$ cat src/rtl/sfg_pkg.sv
package sfg_pkg;

  typedef enum logic [1:0] {
    CONCEAL_MUTE     = 2'b00,
    CONCEAL_HOLD     = 2'b01,
    CONCEAL_PASS     = 2'b10,
    CONCEAL_MUTE_ALT = 2'b11
  } conceal_e;

  localparam logic [1:0] SYNC_RIGHT = 2'b10;

  // Channel index from the decoded sync type: 1 = right, 0 = left.
  function automatic logic sync_is_right(input logic [1:0] kind);
    return (kind == SYNC_RIGHT);
  endfunction

endpackage

$ cat src/rtl/sf_field_split.sv
module sf_field_split #(
  parameter int WORD_W  = 32,
  parameter int SYNC_W  = 4,
  parameter int AUDIO_W = 24,
  parameter int FLAG_W  = 4
) (
  input  logic [WORD_W-1:0]  word_i,
  output logic [AUDIO_W-1:0] audio_o,
  output logic [FLAG_W-1:0]  flags_o,
  output logic               parity_bad_o
);
  localparam int AUD_LO = SYNC_W;
  localparam int AUD_HI = SYNC_W + AUDIO_W - 1;
  localparam int FLG_LO = AUD_HI + 1;
  localparam logic [WORD_W-1:0] CHECK_MASK = {{(WORD_W-SYNC_W){1'b1}}, {SYNC_W{1'b0}}};

  assign audio_o      = word_i[AUD_HI:AUD_LO];
  assign flags_o      = word_i[WORD_W-1:FLG_LO];
  // Even parity over everything but the sync field.
  assign parity_bad_o = ^(word_i & CHECK_MASK);
endmodule

$ cat src/rtl/sf_hold_bank.sv
module sf_hold_bank #(
  parameter int AUDIO_W = 24,
  parameter int CH_N    = 2,
  localparam int CH_W   = (CH_N > 1) ? $clog2(CH_N) : 1
) (
  input  logic               clk,
  input  logic               rst_n,
  input  logic               wr_en,
  input  logic [CH_W-1:0]    wr_ch,
  input  logic [AUDIO_W-1:0] wr_data,
  input  logic [CH_W-1:0]    rd_ch,
  output logic [AUDIO_W-1:0] rd_data
);
  logic [AUDIO_W-1:0] held_q [CH_N];

  for (genvar g = 0; g < CH_N; g++) begin : g_chan
    always_ff @(posedge clk or negedge rst_n) begin
      if (!rst_n)                            held_q[g] <= '0;
      else if (wr_en && (int'(wr_ch) == g)) held_q[g] <= wr_data;
    end
  end

  assign rd_data = held_q[rd_ch];
endmodule

$ cat src/rtl/sf_err_tally.sv
module sf_err_tally #(
  parameter int CNT_W = 16
) (
  input  logic             clk,
  input  logic             rst_n,
  input  logic             clr,
  input  logic             bump,
  output logic [CNT_W-1:0] cnt
);
  localparam logic [CNT_W-1:0] CNT_MAX = {CNT_W{1'b1}};
  localparam logic [CNT_W-1:0] CNT_ONE = {{(CNT_W-1){1'b0}}, 1'b1};

  always_ff @(posedge clk or negedge rst_n) begin
    if (!rst_n)                         cnt <= '0;
    else if (clr)                       cnt <= '0;
    else if (bump && (cnt != CNT_MAX))  cnt <= cnt + CNT_ONE;
  end
endmodule

$ cat src/rtl/spdif_frame_guard.sv
module spdif_frame_guard #(
  parameter int WORD_W  = 32,
  parameter int SYNC_W  = 4,
  parameter int AUDIO_W = 24,
  parameter int FLAG_W  = 4,
  parameter int CNT_W   = 16
) (
  input  logic               clk,
  input  logic               rst_n,
  input  logic [WORD_W-1:0]  word_i,
  input  logic [1:0]         sync_kind_i,
  input  logic               word_vld_i,
  input  logic [1:0]         conceal_mode_i,
  input  logic               err_clr_i,
  output logic [AUDIO_W-1:0] sample_o,
  output logic               chan_right_o,
  output logic [FLAG_W-1:0]  flags_o,
  output logic               sample_vld_o,
  output logic [CNT_W-1:0]   err_cnt_o
);
  import sfg_pkg::*;

  localparam int CH_N = 2;
  localparam int CH_W = 1;

  logic [AUDIO_W-1:0] audio_w;
  logic [FLAG_W-1:0]  flags_w;
  logic               parity_bad_w;
  logic [CH_W-1:0]    chan_w;
  logic               good_accept_w;
  logic               bad_accept_w;
  logic [AUDIO_W-1:0] held_w;
  logic [AUDIO_W-1:0] next_sample_w;
  conceal_e           mode_w;

  sf_field_split #(
    .WORD_W(WORD_W), .SYNC_W(SYNC_W), .AUDIO_W(AUDIO_W), .FLAG_W(FLAG_W)
  ) u_split (
    .word_i      (word_i),
    .audio_o     (audio_w),
    .flags_o     (flags_w),
    .parity_bad_o(parity_bad_w)
  );

  assign chan_w        = sync_is_right(sync_kind_i);
  assign good_accept_w = word_vld_i && !parity_bad_w;
  assign bad_accept_w  = word_vld_i &&  parity_bad_w;
  assign mode_w        = conceal_e'(conceal_mode_i);

  sf_hold_bank #(.AUDIO_W(AUDIO_W), .CH_N(CH_N)) u_hold (
    .clk    (clk),
    .rst_n  (rst_n),
    .wr_en  (good_accept_w),
    .wr_ch  (chan_w),
    .wr_data(audio_w),
    .rd_ch  (chan_w),
    .rd_data(held_w)
  );

  sf_err_tally #(.CNT_W(CNT_W)) u_tally (
    .clk  (clk),
    .rst_n(rst_n),
    .clr  (err_clr_i),
    .bump (bad_accept_w),
    .cnt  (err_cnt_o)
  );

  always_comb begin
    if (!parity_bad_w) begin
      next_sample_w = audio_w;
    end else begin
      unique case (mode_w)
        CONCEAL_HOLD: next_sample_w = held_w;
        CONCEAL_PASS: next_sample_w = audio_w;
        default:      next_sample_w = '0;
      endcase
    end
  end

  always_ff @(posedge clk or negedge rst_n) begin
    if (!rst_n) begin
      sample_vld_o <= 1'b0;
      sample_o     <= '0;
      chan_right_o <= 1'b0;
      flags_o      <= '0;
    end else begin
      sample_vld_o <= word_vld_i;
      if (word_vld_i) begin
        sample_o     <= next_sample_w;
        chan_right_o <= chan_w;
        flags_o      <= flags_w;
      end
    end
  end
endmodule

$ cat config.mk
export PLATFORM = sky130hd
export DESIGN_NAME = spdif_frame_guard
export DESIGN_NICKNAME = d
export VERILOG_FILES = /design/src/rtl/sfg_pkg.sv /design/src/rtl/sf_field_split.sv /design/src/rtl/sf_hold_bank.sv /design/src/rtl/sf_err_tally.sv /design/src/rtl/spdif_frame_guard.sv
export SDC_FILE = /design/constraint.sdc
export NUM_CORES = 1
export LEC_CHECK = 0
export ABC_CLOCK_PERIOD_IN_PS = 2250
export BUFFER_PORTS_ARGS = -buffer_cell sky130_fd_sc_hd__buf_2
export CAP_MARGIN = 5
export CORE_MARGIN = 8
export CORE_UTILIZATION = 56
export CTS_CLUSTER_SIZE = 12
export DETAILED_ROUTE_END_ITERATION = 10
export PLACE_DENSITY = 0.78
export SYNTH_ARGS = -nofsm -noshare
export SYNTH_HDL_FRONTEND = slang
export SYNTH_SLANG_ARGS = --single-unit
$ cat constraint.sdc
create_clock -name clk -period 2.25 [get_ports clk]
set_input_delay 0.1125 -clock clk [delete_from_list [all_inputs] [get_ports clk]]
set_output_delay 0.1125 -clock clk [all_outputs]
set_load 0.01 [all_outputs]
==> results of run 1 <==
power groups by stage:
stage                     registers [W]  clock network, W  logic (W)
final                           0.00266           0.00126    0.00300
after global routing            0.00272           0.00134    0.00323
after CTS                       0.00265           0.00128    0.00302
after detailed placement        0.00268                 0    0.00299
after global placement          0.00262                 0    0.00290
after floorplan                 0.00269                 0    0.00201
final timing paths:
kind / endpoint / slack [ns] / cells past startpoint
min: flags_o[0]$_DFFE_PN0P_ / 0.01 / 2
max: u_tally.cnt[3]$_DFFE_PN0P_ / 0.14 / 8
min in group asynchronous: u_tally.cnt[1]$_DFFE_PN0P_ / 0.30 / 2
max in group asynchronous: u_hold.held_q[25]$_DFFE_PN0P_ / 1.29 / 3
max reg2reg: u_tally.cnt[3]$_DFFE_PN0P_ / 0.14 / 8
min reg2reg: u_hold.held_q[3]$_DFFE_PN0P_ / 0.50 / 1
layer usage:
| layer | GRT usage [%] | vias up | part of all wire (%) |
|---|---|---|---|
| met2 | 32.8 | 88 | 50 |
| met4 | 6.85 | 0 | 1.8 |
| met5 | 0 | - | 0 |
| met3 | 4.14 | 22 | 4.6 |
| li1 | - | 1669 | - |
| met1 | 25.9 | 1784 | 43 |
through the flow:
stage	utilization (%)	instance area [um^2]	instances
floorplan	-	4860	388
global placement	65.8	5650	598
detailed placement	65.8	5650	598
CTS	68.6	5900	615
global route	68.7	5900	615
finish	68.7	5900	615
state kept, by name, indices dropped and copies added, names as in the netlist:
signal	cells
u_hold.held_q	48
sample_o	24
u_tally.cnt	16
flags_o	4
chan_right_o	1
sample_vld_o	1
kinds of logic (layout without fill, tap and decap cells):
group | count (synthesis) | after routing | synth area share, %
adders and majority gates | 3 | 3 | 0.772
xor gates and xnor gates | 26 | 26 | 5.74
DFF | 94 | 94 | 48.4
AOI/OAI and AO/OA | 69 | 69 | 12.0
buffers and inverters | 30 | 149 | 3.34
and+or+nand+nor | 84 | 84 | 10.6
muxes | 82 | 82 | 19.2
Yosys cell counts, drive strengths merged, types with 2 or more instances:
master and number:
and4 2, nor2 8, a21oi 8, o21ai 3, and2 2, inv 4, xnor2 22, or4 7
o31ai 6, mux2 81, nand4 3, xnor3 2, a221o 24, clkbuf 12, nor3 2, nor2b 30
nand3 8, and3 6, nand2b 2, a22o 24, nor3b 3, ha 3, buf 14, nand2 7
dfrtp 94
critical path, delay by kind of cell (launching register included):
kind / cells / cell delay, ns
compound gates: 1 / 0.14
fa+ha+maj: 1 / 0.23
buf+inv: 1 / 0.20
flops: 1 / 0.40
simple gates: 5 / 1.08
timing repair:
action                                  4_1_cts  5_1_grt
gates resized for setup                       0        1
endpoints found under the setup margin        0        1
hold endpoints to repair                     49        0
hold buffers                                  2        0
buffers inserted                              0        0
area by class of cell:
class,instances,area [um^2]
tap,108,135
timing repair buffer,130,818
inverter,4,15.0
sequential,94,2350
fill,628,2690
clock buffer,12,155
clock inverter,3,67.6
multi-input combinational,264,2360
==> impl_metrics.tcl, run 1 <==
set metrics [dict create \
    avgSynthCellArea_um2 12.5 \
    final_cell_mix "94 x dfrtp_1, 80 x buf_2, 75 x mux2_2" \
    synth_edf_count 0 \
    worstMarginPinSlew_ns 1.11 \
    combPwrFrac_pct 43.4 \
    die_w_um 109 \
    skew_ns 0.0110 \
    cts.sink_count 94 \
    antenna_found_initial 0 \
    cts_buffer_depth 2 \
    place_congestion 0.814 \
    grt_max_degree 50 \
    final_layout_size_suffix_gt1_share_pct 44.8 \
    routed_wirelength_um 11500 \
    ys_top_cells_by_area "dfrtp_1 48%, mux2_2 17%, a221o_1 4.9%" \
    path_clk_slew_ns 0.09 \
    cts.htree.levels 3 \
    syn_nets 431 \
    drtIter0Drc 165 \
    cts-root-buf "clkbuf_8" \
    grt_pass1_vias 3779 \
    synth_cells 388 \
    finalHoldViolCount 0 \
    overflow 0 \
    wl_per_cell_um 18.7 \
    fmax_ghz 0.474 \
    cp.arrival_ns 2.40 \
    swShare_pct 32.2 \
    yosysTopAreaCell "dfrtp_1" \
    pre_cts_ws_ns -0.111 \
    period_share_pct 93.7 \
    p_per_area_mw_per_mm2 1170 \
    start_util_pct 56.6 \
    synthFlopType "dfrtp_1" \
    slowest_stage "or4_1" \
    power.share.clock_pct 18.2 \
    worstPathCellList "ha_1, and4_1, and3_1, nand3_1, nand2_1, buf_4, or4_1, a21oi_2" \
    seqPwrFrac_pct 38.5 \
    hpwl_um 7980 \
    synth-seq-area-share_pct 48.4 \
    ir_worst_vdd_mv 0.666 \
    grt_first_pass_wirelength_um 18900 \
    clk_latency_ns 0.36 \
    rsz0062_at_grt "false" \
    cp.required_ns 2.55 \
    fin_crit_ns 2.11 \
    fin_tns_setup_ns 0 \
    worst_slack_ns 0.142 \
    port-buffer-count 81 \
    critPathMaxStageDelay_ns 0.49 \
    p_int_w 0.00468 \
    antenna_left 0 \
    p_leak_nw 2.72 \
    crit-reg2reg-launch "u_tally.cnt[0]$_DFFE_PN0P_" \
    layout_commonest_cell "dfrtp_1" \
    start_kind "flip-flop" \
    fin_hold_ws_ns 0.0129 \
    areaGrowthSynthToFinish_pct 21.3 \
    drv_slew 0 \
    antenna_cells 0 \
    synth_top_cell_area_share_pct 48.4 \
    first_pass_iters 4 \
    switching_power_w 0.00223 \
    slew-limit-headroom_pct 25.7 \
    drc 0 \
    cap_violations 0 \
    status "finished clean" \
    io_pins 86 \
    vias_per_cell 5.79 \
    row_count 34 \
    totalPowerFinal_w 0.00691 \
    die_h_um 109 \
    syn-cell-area_mm2 0.00486 \
    setup_viol 0 \
    grtUsageTotal_pct 20.0 \
    synth.distinct_cells 44 \
    crit_path_end_kind "flip-flop" \
    ys_seq_elements 94 \
    hold_path_class "in2reg" \
    cts_tree "yes" \
    crit_path_start "u_tally.cnt[0]$_DFFE_PN0P_" \
    yosysWarnings 0 \
    dieArea_mm2 0.0119 \
    cts_buffers 9 \
    synthArstFlopShare_pct 100 \
    crit_fanout 10 \
    core_area_mm2 0.00859 \
    num_vias 3563 \
    holdCritStartpoint "word_i[28]" \
    worstSetupPathType "reg2reg" \
    nNetsFinal 546 \
]
No activity file was read; power rests on OpenSTA's default activity.
==> run 2: changes to the inputs <==
ABC_CLOCK_PERIOD_IN_PS = 1770   (was 2250)
BUFFER_PORTS_ARGS = not set   (was -buffer_cell sky130_fd_sc_hd__buf_2)
CORE_UTILIZATION = 57   (was 56)
DONT_BUFFER_PORTS = 1   (was not set)
PLACE_DENSITY = 0.73   (was 0.78)
clock period = 1.77 ns   (was 2.25 ns; I/O delays follow)
==> impl_metrics.tcl, run 2 (synthesis results as in run 1) <==
set metrics [dict create \
    die_h_um 108 \
    port-buffer-count 0 \
    grt_pass1_vias 3795 \
    first_pass_iters 4 \
    cts.htree.levels 3 \
    vias_per_cell 6.32 \
    path_clk_slew_ns 0.09 \
    ir_worst_vdd_mv 0.977 \
    place_congestion 0.811 \
    final_cell_mix "92 x dfrtp_1, 49 x mux2_4, 39 x dlygate4sd3_1" \
    drv_slew 0 \
    clk_latency_ns 0.34 \
    crit_path_end_kind "flip-flop" \
    core_area_mm2 0.00826 \
    cp.required_ns 2.04 \
    hpwl_um 7330 \
    layout_commonest_cell "dfrtp_1" \
    antenna_left 0 \
    dpl_cell_area_mm2 0.00543 \
    slew-limit-headroom_pct 80.6 \
    violations "negative hold slack, negative setup slack" \
    cts_tree "yes" \
    skew_ns 0.0104 \
    grt_first_pass_wirelength_um 20200 \
    drtIter0Drc 135 \
    rsz0062_at_grt "true" \
    fmax_ghz 0.546 \
    cts_buffers 9 \
    routed_wirelength_um 13000 \
    overflow 0 \
    worst_slack_ns -0.0604 \
    drc 0 \
    period_share_pct 103 \
    start_kind "flip-flop" \
    wl_per_cell_um 22.7 \
    largest_register_ffs 48 \
    crit_fanout 15 \
    start_util_pct 58.9 \
    worstMarginPinSlew_ns 0.289 \
    io_pins 86 \
    fin_crit_ns 1.83 \
    final_area_mm2 0.00635 \
    num_vias 3620 \
    num-fill-cells 516 \
    worstSetupPathType "reg2reg" \
    nNetsFinal 506 \
    cap_violations 0 \
    seq_area_mm2 0.00235 \
    antenna_found_initial 0 \
    areaGrowthSynthToFinish_pct 30.6 \
    cts.sink_count 94 \
    multi_input_area_mm2 0.00277 \
    dieArea_mm2 0.0117 \
    p_leak_nw 2.76 \
    hold_path_class "in2async" \
    cp.arrival_ns 2.10 \
    final_layout_size_suffix_gt1_share_pct 39.1 \
    status "finished with violations" \
    die_w_um 108 \
    p_per_area_mw_per_mm2 1460 \
    fin_hold_ws_ns -0.575 \
    cts-root-buf "clkbuf_8" \
    row_count 33 \
    grtUsageTotal_pct 21.6 \
    cts_buffer_depth 2 \
    finalHoldViolCount 105 \
    antenna_cells 0 \
    setup_viol 23 \
    grt_max_degree 95 \
    fin_tns_setup_ns -0.534 \
    largest-register "u_hold.held_q" \
    largestRegisters "u_hold.held_q: 48 flops, sample_o: 24 flops, u_tally.cnt: 16 flops" \
]
## run 2: cell types whose count changed in the layout (fill, tap and decap cells not counted), moves of 4 or more
cell	change
buf_12	+5
buf_2	-80
buf_4	-9
dlygate4sd3_1	+37
mux2_2	-43
mux2_4	+46
xnor2_1	-6
xnor2_4	+4
## run 2: what timing repair did
action                                 in CTS  in global routing
gates cloned                                0                  4
hold buffers                               39                  1
endpoints found under the hold margin     188                106
pin swaps                                   8                  6
resized for setup                          11                 41
setup buffers                               4                  2
setup endpoints to repair                  11                 43
## run 2: metal layers
metal	wire (um)	GRT usage, %	up-vias
met5	0	0	-
met4	122	5.57	0
met3	967	5.23	10
met2	6510	35.7	124
met1	5390	27.8	1897
li1	-	-	1589
## run 2: layout make-up
type                    count  area share [%]
clock buffers              11            2.07
clock inverters             5           0.532
inverters                   4           0.236
multi-input cells         265            43.6
flip-flops and latches     94            37.1
well taps                 105            2.07
repair buffers             89            14.5
## run 2: final timing paths
check                                              start                             to  slack [ns]  depth (start not counted)
setup / recovery              u_tally.cnt[0]$_DFFE_PN0P_    u_tally.cnt[10]$_DFFE_PN0P_       -0.06                          7
hold / removal                                     rst_n       sample_o[18]$_DFFE_PN0P_       -0.57                          0
setup reg to reg              u_tally.cnt[0]$_DFFE_PN0P_    u_tally.cnt[10]$_DFFE_PN0P_       -0.06                          7
hold reg to reg            u_hold.held_q[21]$_DFFE_PN0P_  u_hold.held_q[21]$_DFFE_PN0P_        0.51                          1
max in group asynchronous                          rst_n     u_tally.cnt[8]$_DFFE_PN0P_        2.22                          0
min in group clk                               err_clr_i    u_tally.cnt[11]$_DFFE_PN0P_       -0.21                          1
## run 2: metrics by stage
stage | power [W] | setup WS (ns) | util (%) | hold slack [ns] | instances
2_1_floorplan | 0.00641 | -0.255 | - | -0.207 | 388
5_1_grt | 0.00977 | -0.128 | 77.0 | -0.597 | 573
3_5_place_dp | 0.00716 | -0.363 | 65.7 | -0.204 | 507
3_3_place_gp | 0.00699 | -0.298 | 65.7 | -0.204 | 507
6_report | 0.00931 | -0.0604 | 77.0 | -0.575 | 573
4_1_cts | 0.00865 | -0.0771 | 73.6 | -0.590 | 566
## run 2: worst max-delay path, stage by stage (launching register included)
cell     delay (ns)
dfrtp_2        0.43
ha_4           0.16
and4_4         0.15
and3_4         0.15
nand3_2        0.13
nand2_8        0.12
or4_4          0.50
a21oi_2        0.12
## run 2: power by group
group	switching, W	internal (W)
logic	0.00175	0.00271
registers	0.000612	0.00297
clock network	0.000752	0.000514
